===== config.mk =====
export PLATFORM = sky130hd
export DESIGN_NAME = tray_mult_sum
export DESIGN_NICKNAME = d
export VERILOG_FILES = /design/src/rtl/tmult_pkg.sv /design/src/rtl/tmult_sync.sv /design/src/rtl/tmult_board.sv /design/src/rtl/tmult_tree.sv /design/src/rtl/tmult_emit.sv /design/src/rtl/tray_mult_sum.sv
export SDC_FILE = /design/constraint.sdc
export NUM_CORES = 1
export LEC_CHECK = 0
export ABC_AREA = 1
export CORE_MARGIN = 2
export CORE_UTILIZATION = 49
export DETAILED_ROUTE_END_ITERATION = 7
export GPL_ROUTABILITY_DRIVEN = 0
export PLACE_DENSITY = 0.81
export SETUP_SLACK_MARGIN = 0.5
export SLEW_MARGIN = 5
export SYNTH_ARGS = -nofsm -noshare
export SYNTH_HDL_FRONTEND = slang
export SYNTH_HIERARCHICAL = 1
export SYNTH_SLANG_ARGS = --single-unit

===== constraint.sdc =====
create_clock -name clk -period 3.77 [get_ports clk]
set_clock_uncertainty 0.05 [all_clocks]
set_input_delay 0.754 -clock clk [delete_from_list [all_inputs] [get_ports clk]]
set_output_delay 0.754 -clock clk [all_outputs]
set_load 0.01 [all_outputs]

===== src/rtl/tmult_pkg.sv =====
// Package: shared constants for the tray multiplicity summer.
// Assumes: widths of programmable fields are fixed for the whole block.
package tmult_pkg;
    localparam int PHASE_W   = 2;   // per-board capture phase field width
    localparam int DELAY_W   = 4;   // output delay field width
    localparam int STRETCH_W = 4;   // stretch length field width
endpackage


===== src/rtl/tmult_sync.sv =====
// Module: tmult_sync
// Brings a vector of asynchronous bits into the clock domain with two flops.
// Assumes: each bit is independent; no coherency across bits is required.
module tmult_sync #(
    parameter int W = 8
) (
    input  logic         clk,
    input  logic         rst_n,
    input  logic [W-1:0] d_async,
    output logic [W-1:0] d_sync
);
    logic [W-1:0] meta_q;

    // Two-stage capture of the asynchronous inputs
    always_ff @(posedge clk) begin
        if (!rst_n) begin
            meta_q <= '0;
            d_sync <= '0;
        end else begin
            meta_q <= d_async;
            d_sync <= meta_q;
        end
    end
endmodule


===== src/rtl/tmult_board.sv =====
// Module: tmult_board
// One digitizer-board slice: ORs each channel group, counts hit groups and
// registers the partial count, either every cycle or at a phased strobe capture.
// Assumes: grp_hits is already synchronous; strobe_rise is a one-cycle pulse.
module tmult_board #(
    parameter int CPG     = 8,
    parameter int GPB     = 3,
    parameter int PHASE_W = 2,
    parameter int PART_W  = $clog2(GPB + 1)
) (
    input  logic               clk,
    input  logic               rst_n,
    input  logic [GPB*CPG-1:0] grp_hits,
    input  logic               strobe_mode,
    input  logic               strobe_rise,
    input  logic [PHASE_W-1:0] phase,
    output logic [PART_W-1:0]  part,
    output logic               capture
);
    logic [GPB-1:0]     grp_any;
    logic [PART_W-1:0]  cnt_now;
    logic               armed_q;
    logic [PHASE_W-1:0] wait_q;

    // Any-hit detection per group
    genvar g;
    generate
        for (g = 0; g < GPB; g++) begin : gen_grp
            assign grp_any[g] = |grp_hits[g*CPG +: CPG];
        end
    endgenerate

    // Number of groups with at least one hit
    always_comb begin
        cnt_now = '0;
        for (int i = 0; i < GPB; i++) begin
            cnt_now = cnt_now + PART_W'(grp_any[i]);
        end
    end

    assign capture = armed_q && (wait_q == '0);

    // Phase countdown from strobe edge to capture point
    always_ff @(posedge clk) begin
        if (!rst_n) begin
            armed_q <= 1'b0;
            wait_q  <= '0;
        end else if (strobe_rise) begin
            armed_q <= 1'b1;
            wait_q  <= phase;
        end else if (capture) begin
            armed_q <= 1'b0;
        end else if (armed_q) begin
            wait_q  <= wait_q - 1'b1;
        end
    end

    // Partial count register: free running or strobe captured
    always_ff @(posedge clk) begin
        if (!rst_n) begin
            part <= '0;
        end else if (!strobe_mode || capture) begin
            part <= cnt_now;
        end
    end
endmodule


===== src/rtl/tmult_tree.sv =====
// Module: tmult_tree
// Tray-level adder: sums all board partial counts and clamps at MAX_COUNT.
// Assumes: parts are registered by the board slices.
module tmult_tree #(
    parameter int NB        = 8,
    parameter int PART_W    = 2,
    parameter int SUM_W     = 5,
    parameter int MAX_COUNT = 24
) (
    input  logic                 clk,
    input  logic                 rst_n,
    input  logic [NB*PART_W-1:0] parts,
    output logic [SUM_W-1:0]     total
);
    logic [SUM_W:0] acc;

    // Adder over all board slices
    always_comb begin
        acc = '0;
        for (int b = 0; b < NB; b++) begin
            acc = acc + (SUM_W+1)'(parts[b*PART_W +: PART_W]);
        end
    end

    // Registered, saturated total
    always_ff @(posedge clk) begin
        if (!rst_n) begin
            total <= '0;
        end else if (acc > (SUM_W+1)'(MAX_COUNT)) begin
            total <= SUM_W'(MAX_COUNT);
        end else begin
            total <= acc[SUM_W-1:0];
        end
    end
endmodule


===== src/rtl/tmult_emit.sv =====
// Module: tmult_emit
// Output stage: selectable delay line followed by a pulse stretcher.
// Assumes: delay and stretch settings are quasi-static.
module tmult_emit #(
    parameter int SUM_W     = 5,
    parameter int DELAY_W   = 4,
    parameter int STRETCH_W = 4,
    parameter int MAX_DELAY = (1 << DELAY_W) - 1
) (
    input  logic                 clk,
    input  logic                 rst_n,
    input  logic [SUM_W-1:0]     total,
    input  logic [DELAY_W-1:0]   delay,
    input  logic [STRETCH_W-1:0] stretch,
    output logic [SUM_W-1:0]     value
);
    logic [SUM_W-1:0]     tap_q [MAX_DELAY];
    logic [SUM_W-1:0]     src;
    logic [STRETCH_W-1:0] hold_q;

    // Shift register of past totals
    always_ff @(posedge clk) begin
        if (!rst_n) begin
            for (int i = 0; i < MAX_DELAY; i++) tap_q[i] <= '0;
        end else begin
            tap_q[0] <= total;
            for (int i = 1; i < MAX_DELAY; i++) tap_q[i] <= tap_q[i-1];
        end
    end

    // Tap select for the programmed delay
    always_comb begin
        src = total;
        for (int i = 1; i <= MAX_DELAY; i++) begin
            if (int'(delay) == i) src = tap_q[i-1];
        end
    end

    // Stretcher: hold a loaded non-zero value for the programmed cycles
    always_ff @(posedge clk) begin
        if (!rst_n) begin
            value  <= '0;
            hold_q <= '0;
        end else if (hold_q != '0) begin
            hold_q <= hold_q - 1'b1;
        end else begin
            value <= src;
            if (src != '0 && stretch != '0) hold_q <= stretch - 1'b1;
        end
    end
endmodule


===== src/rtl/tray_mult_sum.sv =====
// Module: tray_mult_sum (top)
// Fast tray multiplicity: synchronizes hits, counts hit groups per board,
// sums across boards with saturation and drives a delayed, stretched output.
// Assumes: hits and trig_strobe are asynchronous to clk; the strobe period is
// longer than the synchronizer plus the largest phase.
module tray_mult_sum #(
    parameter int NB  = 8,
    parameter int GPB = 3,
    parameter int CPG = 8
) (
    input  logic                                 clk,
    input  logic                                 rst_n,
    input  logic [NB*GPB*CPG-1:0]                hits,
    input  logic                                 strobe_mode,
    input  logic                                 trig_strobe,
    input  logic [NB*tmult_pkg::PHASE_W-1:0]     board_phase,
    input  logic [tmult_pkg::DELAY_W-1:0]        out_delay,
    input  logic [tmult_pkg::STRETCH_W-1:0]      stretch_cycles,
    output logic [$clog2(NB*GPB+1)-1:0]          mult_out
);
    import tmult_pkg::*;

    localparam int NCH       = NB * GPB * CPG;
    localparam int CH_PER_BD = GPB * CPG;
    localparam int PART_W    = $clog2(GPB + 1);
    localparam int SUM_W     = $clog2(NB * GPB + 1);
    localparam int MAX_COUNT = NB * GPB;

    logic [NCH-1:0]       hits_s;
    logic                 strb_s;
    logic                 strb_d;
    logic                 strobe_rise;
    logic [NB*PART_W-1:0] part_all;
    logic [NB-1:0]        cap_all;
    logic [SUM_W-1:0]     total;

    tmult_sync #(.W(NCH)) u_hit_sync (
        .clk     (clk),
        .rst_n   (rst_n),
        .d_async (hits),
        .d_sync  (hits_s)
    );

    tmult_sync #(.W(1)) u_strb_sync (
        .clk     (clk),
        .rst_n   (rst_n),
        .d_async (trig_strobe),
        .d_sync  (strb_s)
    );

    // Previous strobe level for edge detection
    always_ff @(posedge clk) begin
        if (!rst_n) strb_d <= 1'b0;
        else        strb_d <= strb_s;
    end

    assign strobe_rise = strb_s && !strb_d;

    genvar b;
    generate
        for (b = 0; b < NB; b++) begin : gen_board
            tmult_board #(
                .CPG     (CPG),
                .GPB     (GPB),
                .PHASE_W (PHASE_W),
                .PART_W  (PART_W)
            ) u_board (
                .clk         (clk),
                .rst_n       (rst_n),
                .grp_hits    (hits_s[b*CH_PER_BD +: CH_PER_BD]),
                .strobe_mode (strobe_mode),
                .strobe_rise (strobe_rise),
                .phase       (board_phase[b*PHASE_W +: PHASE_W]),
                .part        (part_all[b*PART_W +: PART_W]),
                .capture     (cap_all[b])
            );
        end
    endgenerate

    tmult_tree #(
        .NB        (NB),
        .PART_W    (PART_W),
        .SUM_W     (SUM_W),
        .MAX_COUNT (MAX_COUNT)
    ) u_tree (
        .clk   (clk),
        .rst_n (rst_n),
        .parts (part_all),
        .total (total)
    );

    tmult_emit #(
        .SUM_W     (SUM_W),
        .DELAY_W   (DELAY_W),
        .STRETCH_W (STRETCH_W)
    ) u_emit (
        .clk     (clk),
        .rst_n   (rst_n),
        .total   (total),
        .delay   (out_delay),
        .stretch (stretch_cycles),
        .value   (mult_out)
    );
endmodule


Word level (Yosys, flattened, before mapping)
Memory sizes are Yosys's and may differ from the RTL's.
Cells that the tools add are included.
Widths: inputs -> output; s select.
{ "word_totals": {"wordCells": 263, "reg_bits": 441, "mem_count": 1, "mem_bits_rw": 75, "inputBits": 220} }
{ "classes": {"n_eq_ne": 23, "bitwise_logic": 16, "reduce_logical": 81, "magnitude_cmp": 1, "n_addsub": 33, "n_mux": 75} }
{ "mem_list": {"columns": ["memory", "depth", "word_bits", "read_ports", "rd_ports_with_merged_regs", "write_ports", "line", "text"], "rows": [
  ["u_emit.tap_q", 15, 5, 15, 0, 15, "tmult_emit.sv:17", "logic [SUM_W-1:0] tap_q [MAX_DELAY];"]
]} }
{ "ops": {"columns": ["op", "count"], "rows": [
  ["$reduce_or 8->1", 24],
  ["$mux 5", 31],
  ["$mux 2", 24],
  ["$add 6x2->6", 6],
  ["$reduce_bool 2->1", 17],
  ["$eq 4x4->1 const B", 8],
  ["$mux 1", 18],
  ["$add 1x1->2", 8],
  ["$add 2x1->2", 8],
  ["$eq 4x3->1 const B", 4],
  ["$logic_not 2->1", 8],
  ["$reduce_and 2->1", 8],
  ["$sub 2x1->2 const B", 8],
  ["$or 1x1->1", 15],
  ["$ne 2x2->1 const B", 7],
  ["$logic_and 1x1->1", 10],
  ["$eq 4x2->1 const B", 2],
  ["$logic_or 1x1->1", 8],
  ["$mux 4", 2],
  ["$reduce_bool 4->1", 2],
  ["$sub 4x1->4 const B", 2],
  ["$gt 6x5->1 const B", 1],
  ["$reduce_bool 5->1", 1],
  ["$eq 4x1->1 const B", 1],
  ["other kinds (5)", 6]
]} }

Longest topological paths before layout
{ "depth": {"ltp_word": 20, "ltp_mapped": 25, "ltp_nobuf": 25} }

Cells and area by module
Netlist, hierarchy kept.
{ "by_module_without_submodules": {"columns": ["module", "area_each_um2", "cells_each", "n_inst"], "rows": [
  ["tmult_sync (u_hit_sync)", 11015.6, 1195, 1],
  ["tmult_emit", 3563.4, 518, 1],
  ["tmult_board", 319.1, 52, 8],
  ["tmult_tree", 531.8, 57, 1],
  ["tmult_sync (u_strb_sync)", 55.1, 6, 1],
  ["tray_mult_sum", 37.5, 5, 1]
]} }

Least setup slack after synthesis
No wires, ideal clock.
{ "synth_path": {"kind": "register -> register", "start": "register gen_board[0].u_board.part[0]", "end": "register u_tree.total[0]", "setup_ns": 0.117, "t_arrival_ns": 3.449, "setup_slack_ns": 0.154, "stages_incl_launch_ff": 15, "period_less_slack_ns": 3.616, "path_cell_list": "dfxtp_1 -> ha_1 -> fa_1 -> fa_1 -> inv_1 -> fa_1 -> fa_1 -> inv_1 -> ha_1 -> inv_1 -> fa_1 -> nand3_1 -> nand2_1 -> nor2_2 -> nor3_1"} }
{ "synth_between": {"elab_chain_len": 9} }
{ "synth_lines": {"columns": ["item", "line", "text"], "rows": [
  ["from (decl)", "tmult_board.sv:17", "output logic [PART_W-1:0] part,"],
  ["from (signal assigned)", "tmult_board.sv:63", "part <= cnt_now;"],
  ["$add 2x2->3 (*)", "tmult_tree.sv:21", "acc = acc + (SUM_W+1)'(parts[b*PART_W +: PART_W]);"],
  ["$add 6x2->6 (*) (6 in a row)", "tmult_tree.sv:21", null],
  ["$gt 6x5->1", "tmult_tree.sv:29", "end else if (acc > (SUM_W+1)'(MAX_COUNT)) begin"],
  ["$reduce_or 2->1 (no source line)", null, null],
  ["to (signal assigned)", "tmult_tree.sv:30", "total <= SUM_W'(MAX_COUNT);"],
  ["to (signal assigned)", "tmult_tree.sv:32", "total <= acc[SUM_W-1:0];"],
  ["to (decl)", "tmult_tree.sv:13", "output logic [SUM_W-1:0] total"]
]} }
Every way passes the cells marked *; elsewhere a longest branch is shown, timed or not.
A chain may end at the register's enable or synchronous reset.

Worst setup path after layout
Ends and elaborated chain as after synthesis.

==> flow_summary_export.csv <==
group,metric,value,unit
sta,grt_setup_unrepaired,"true",
floorplan,std_cell_rows,69,
clock_tree,clock_sinks,516,
drt,routedWlPerCell,10.86,um
clock_tree,clock-root-buffer,"clkbuf_16",
pwr,p_switching,2.991,mW
floorplan,ios,225,
drt,dr.first_iter.drc_count,561,
clock_tree,clkLatencyLatePin,0.56,ns
setup_path,critical_path_class,"register to register",
clock_tree,cts_tree,"yes",
setup_path,critPathMaxFanout,3,
placed_design,post_dp_cell_area,0.02019,sq mm
floorplan,die_width,194.2,um
setup_path,worstSetupEndpoint,"u_tree/total[0]",
drt,dr.pass1.iters,5,
sta,clock.fmax,269.0,MHz
sta,period_needed,3.718,ns
setup_path,end_kind,"register",
clock_tree,h-tree-depth,2,
clock_tree,cts_buffers,51,
clock_tree,cts_hold_buffers,0,
sta,maxSlewHeadroom,21.19,%
floorplan,dieArea,0.03771,sq mm
sta,worst_pin_slew,1.179,ns
sta,setup_viol,0,
synthesis,syn-cell-area,0.01773,sq mm
global_routing,grt.overflow.total,0,
pwr,pwr-share-clk,40.6,%
setup_path,crit_required,4.16,ns
finish,syn_to_final_growth,24.11,%
global_routing,grt_max_degree,130,
sta,drv_slew,0,
global_routing,gr-usage-all-layers,16.99,%
sta,whs,0.3566,ns
synthesis,syn_avg_cell_area,8.098,sq um
pwr,internal_power,9.538,mW
global_routing,antenna_found_initial,1,
drt,via_per_inst,4.301,
setup_path,crit_arrival,4.11,ns
setup_path,cp-start-kind,"register",
global_routing,grt_pass1_vias,12429,
synthesis,syn_inst,2189,
clock_tree,cts_buffer_depth,3,
finish,layout-drive-gt1-share,6.050,%
setup_path,r2r_cells,14,
sta,fin_crit_sh,98.62,%
drt,remaining_drc_errors,0,
placed_design,dp_hpwl,22270,um
floorplan,coreArea,0.03557,sq mm
sta,hold_viol_final,0,
floorplan,initial_utilization,49.83,%
clock_tree,clk_pin_slew,0.06,ns
finish,multi_input_area,0.004812,sq mm
finish,seq_area,0.01033,sq mm
synthesis,synth_nets,2442,
pwr,p_comb_share,12.3,%
drt,drt_wl_total,31780,um
setup_path,critPathLaunch,"gen_board[0].u_board/part[0]",
finish,postLayoutCellArea,0.02200,sq mm
pwr,cellLeakagePower,12.49,nW
synthesis,yosys_warnings,6,
finish,finalNetCount,2676,
drt,num_vias,12579,
pwr,vdd_drop_max,0.4495,mV
placed_design,io_buffers,224,
setup_path,reg2reg_to,"u_tree/total[0]",
setup_path,rrSetupSlack,0.05,ns
drt,ant_nets,0,
global_routing,grt_pass1_wl,54170,um
finish,n_fill_cell,2915,
flow_run,drv_cap,0,
pwr,p_seq_share,47.1,%
setup_path,rr_startpoint,"gen_board[0].u_board/part[0]",
hold_path,min_path_type,"register to register",
floorplan,die_h,194.2,um
outcome,status,"complete, no violations",
pwr,switching_share,23.87,%
pwr,power_density,569.5,mW/mm^2
## metrics by stage
| step | std cells | setup WS, ns | total power [mW] | utilization, % | TNS (ns) |
|---|---|---|---|---|---|
| after CTS | 2924 | 0.04590 | 12.59 | 61.68 | 0 |
| after detailed placement | 2830 | 0.05624 | 7.443 | 56.77 | 0 |
| after global routing | 2924 | -0.08388 | 13.15 | 61.84 | -0.2099 |
| after floorplan | 2189 | 0.2080 | 6.900 | - | 0 |
| after global placement | 2830 | 0.1304 | 7.376 | 56.77 | 0 |
| final | 2925 | 0.05206 | 12.53 | 61.85 | 0 |
## critical path, cell delays in order, from the launching register on
cell and delay (ns):
dfxtp_2 0.34, ha_4 0.16, fa_1 0.49, fa_1 0.41
inv_1 0.08, fa_2 0.44, fa_1 0.54, inv_1 0.04
ha_2 0.19, inv_2 0.06, fa_2 0.45, nand3_2 0.09
nand2_2 0.07, nor2_4 0.13, nor3_2 0.06
## layout by cell type (no fill, tap or decap), drive strengths merged
cell           count
bufinv             5
o21a               1
clkbuf            68
fa                19
nor4               1
buf               11
xnor2              1
inv              581
o211ai             1
nand4             24
clkinv            12
diode              1
or2               15
a21o               2
clkinvlp           4
ha                14
clkdlybuf4s50    223
nor2             178
nand3             55
a21oi             47
o21ai             39
xor2               1
dfxtp            516
nor3               4
nand2            641
## per-layer routing
metal  track usage [%]  wire (um)  share of wire (%)  vias to the layer above
met5                 0          0                  0                        -
met3             3.705       1613                5.1                       53
li1                  -          -                  -                     6700
met1             20.13      13810                 43                     5598
met2             30.72      15720                 49                      228
met4             5.022        635                2.0                        0
## repair_timing
action	4_1_cts	5_1_grt
endpoints found under the setup margin	5	5
pin swaps	1	4
setup buffers	1	0
gates resized for setup	1	13
## area by class of cell
type                       instances  area share (%)
clock buffer                      68           6.507
tap                              461           2.622
sequential                       516           46.97
antenna                            1         0.01138
clock inverter                    25           1.382
multi-input combinational       1043           21.87
inverter                         577           9.851
timing repair buffer             234           10.78
## state kept, by name, summed over array words and instances (netlist names)
name / cells
u_hit_sync/d_sync: 192
u_hit_sync/meta_q: 192
u_emit/tap_q: 75
gen_board.u_board/part: 16
gen_board.u_board/wait_q: 16
gen_board.u_board/armed_q: 8
u_emit/value: 5
u_tree/total: 5
u_emit/hold_q: 4
strb_d: 1
u_strb_sync/d_sync: 1
u_strb_sync/meta_q: 1
## worst min-delay path by stage
stage / end / depth (start not counted) / start / slack [ns]
5_1_grt: u_hit_sync/d_sync[106] / 2 / u_hit_sync/meta_q[106] / 0.38
3_5_place_dp: u_hit_sync/d_sync[181] / 2 / u_hit_sync/meta_q[181] / 0.34
6_report: u_hit_sync/d_sync[88] / 2 / u_hit_sync/meta_q[88] / 0.36
2_1_floorplan: u_strb_sync/d_sync / 2 / u_strb_sync/meta_q / 0.34
4_1_cts: u_hit_sync/d_sync[159] / 2 / u_hit_sync/meta_q[159] / 0.36
3_3_place_gp: u_hit_sync/d_sync[91] / 2 / u_hit_sync/meta_q[91] / 0.34
## power groups by stage
stage               logic [mW]  clock network [mW]  registers [mW]
floorplan                0.919                   0            5.98
global placement          1.37                   0            6.01
detailed placement        1.43                   0            6.01
CTS                       1.47                5.23            5.90
global route              1.76                5.46            5.93
finish                    1.54                5.09            5.90
No activity file was read; power rests on OpenSTA's default activity.
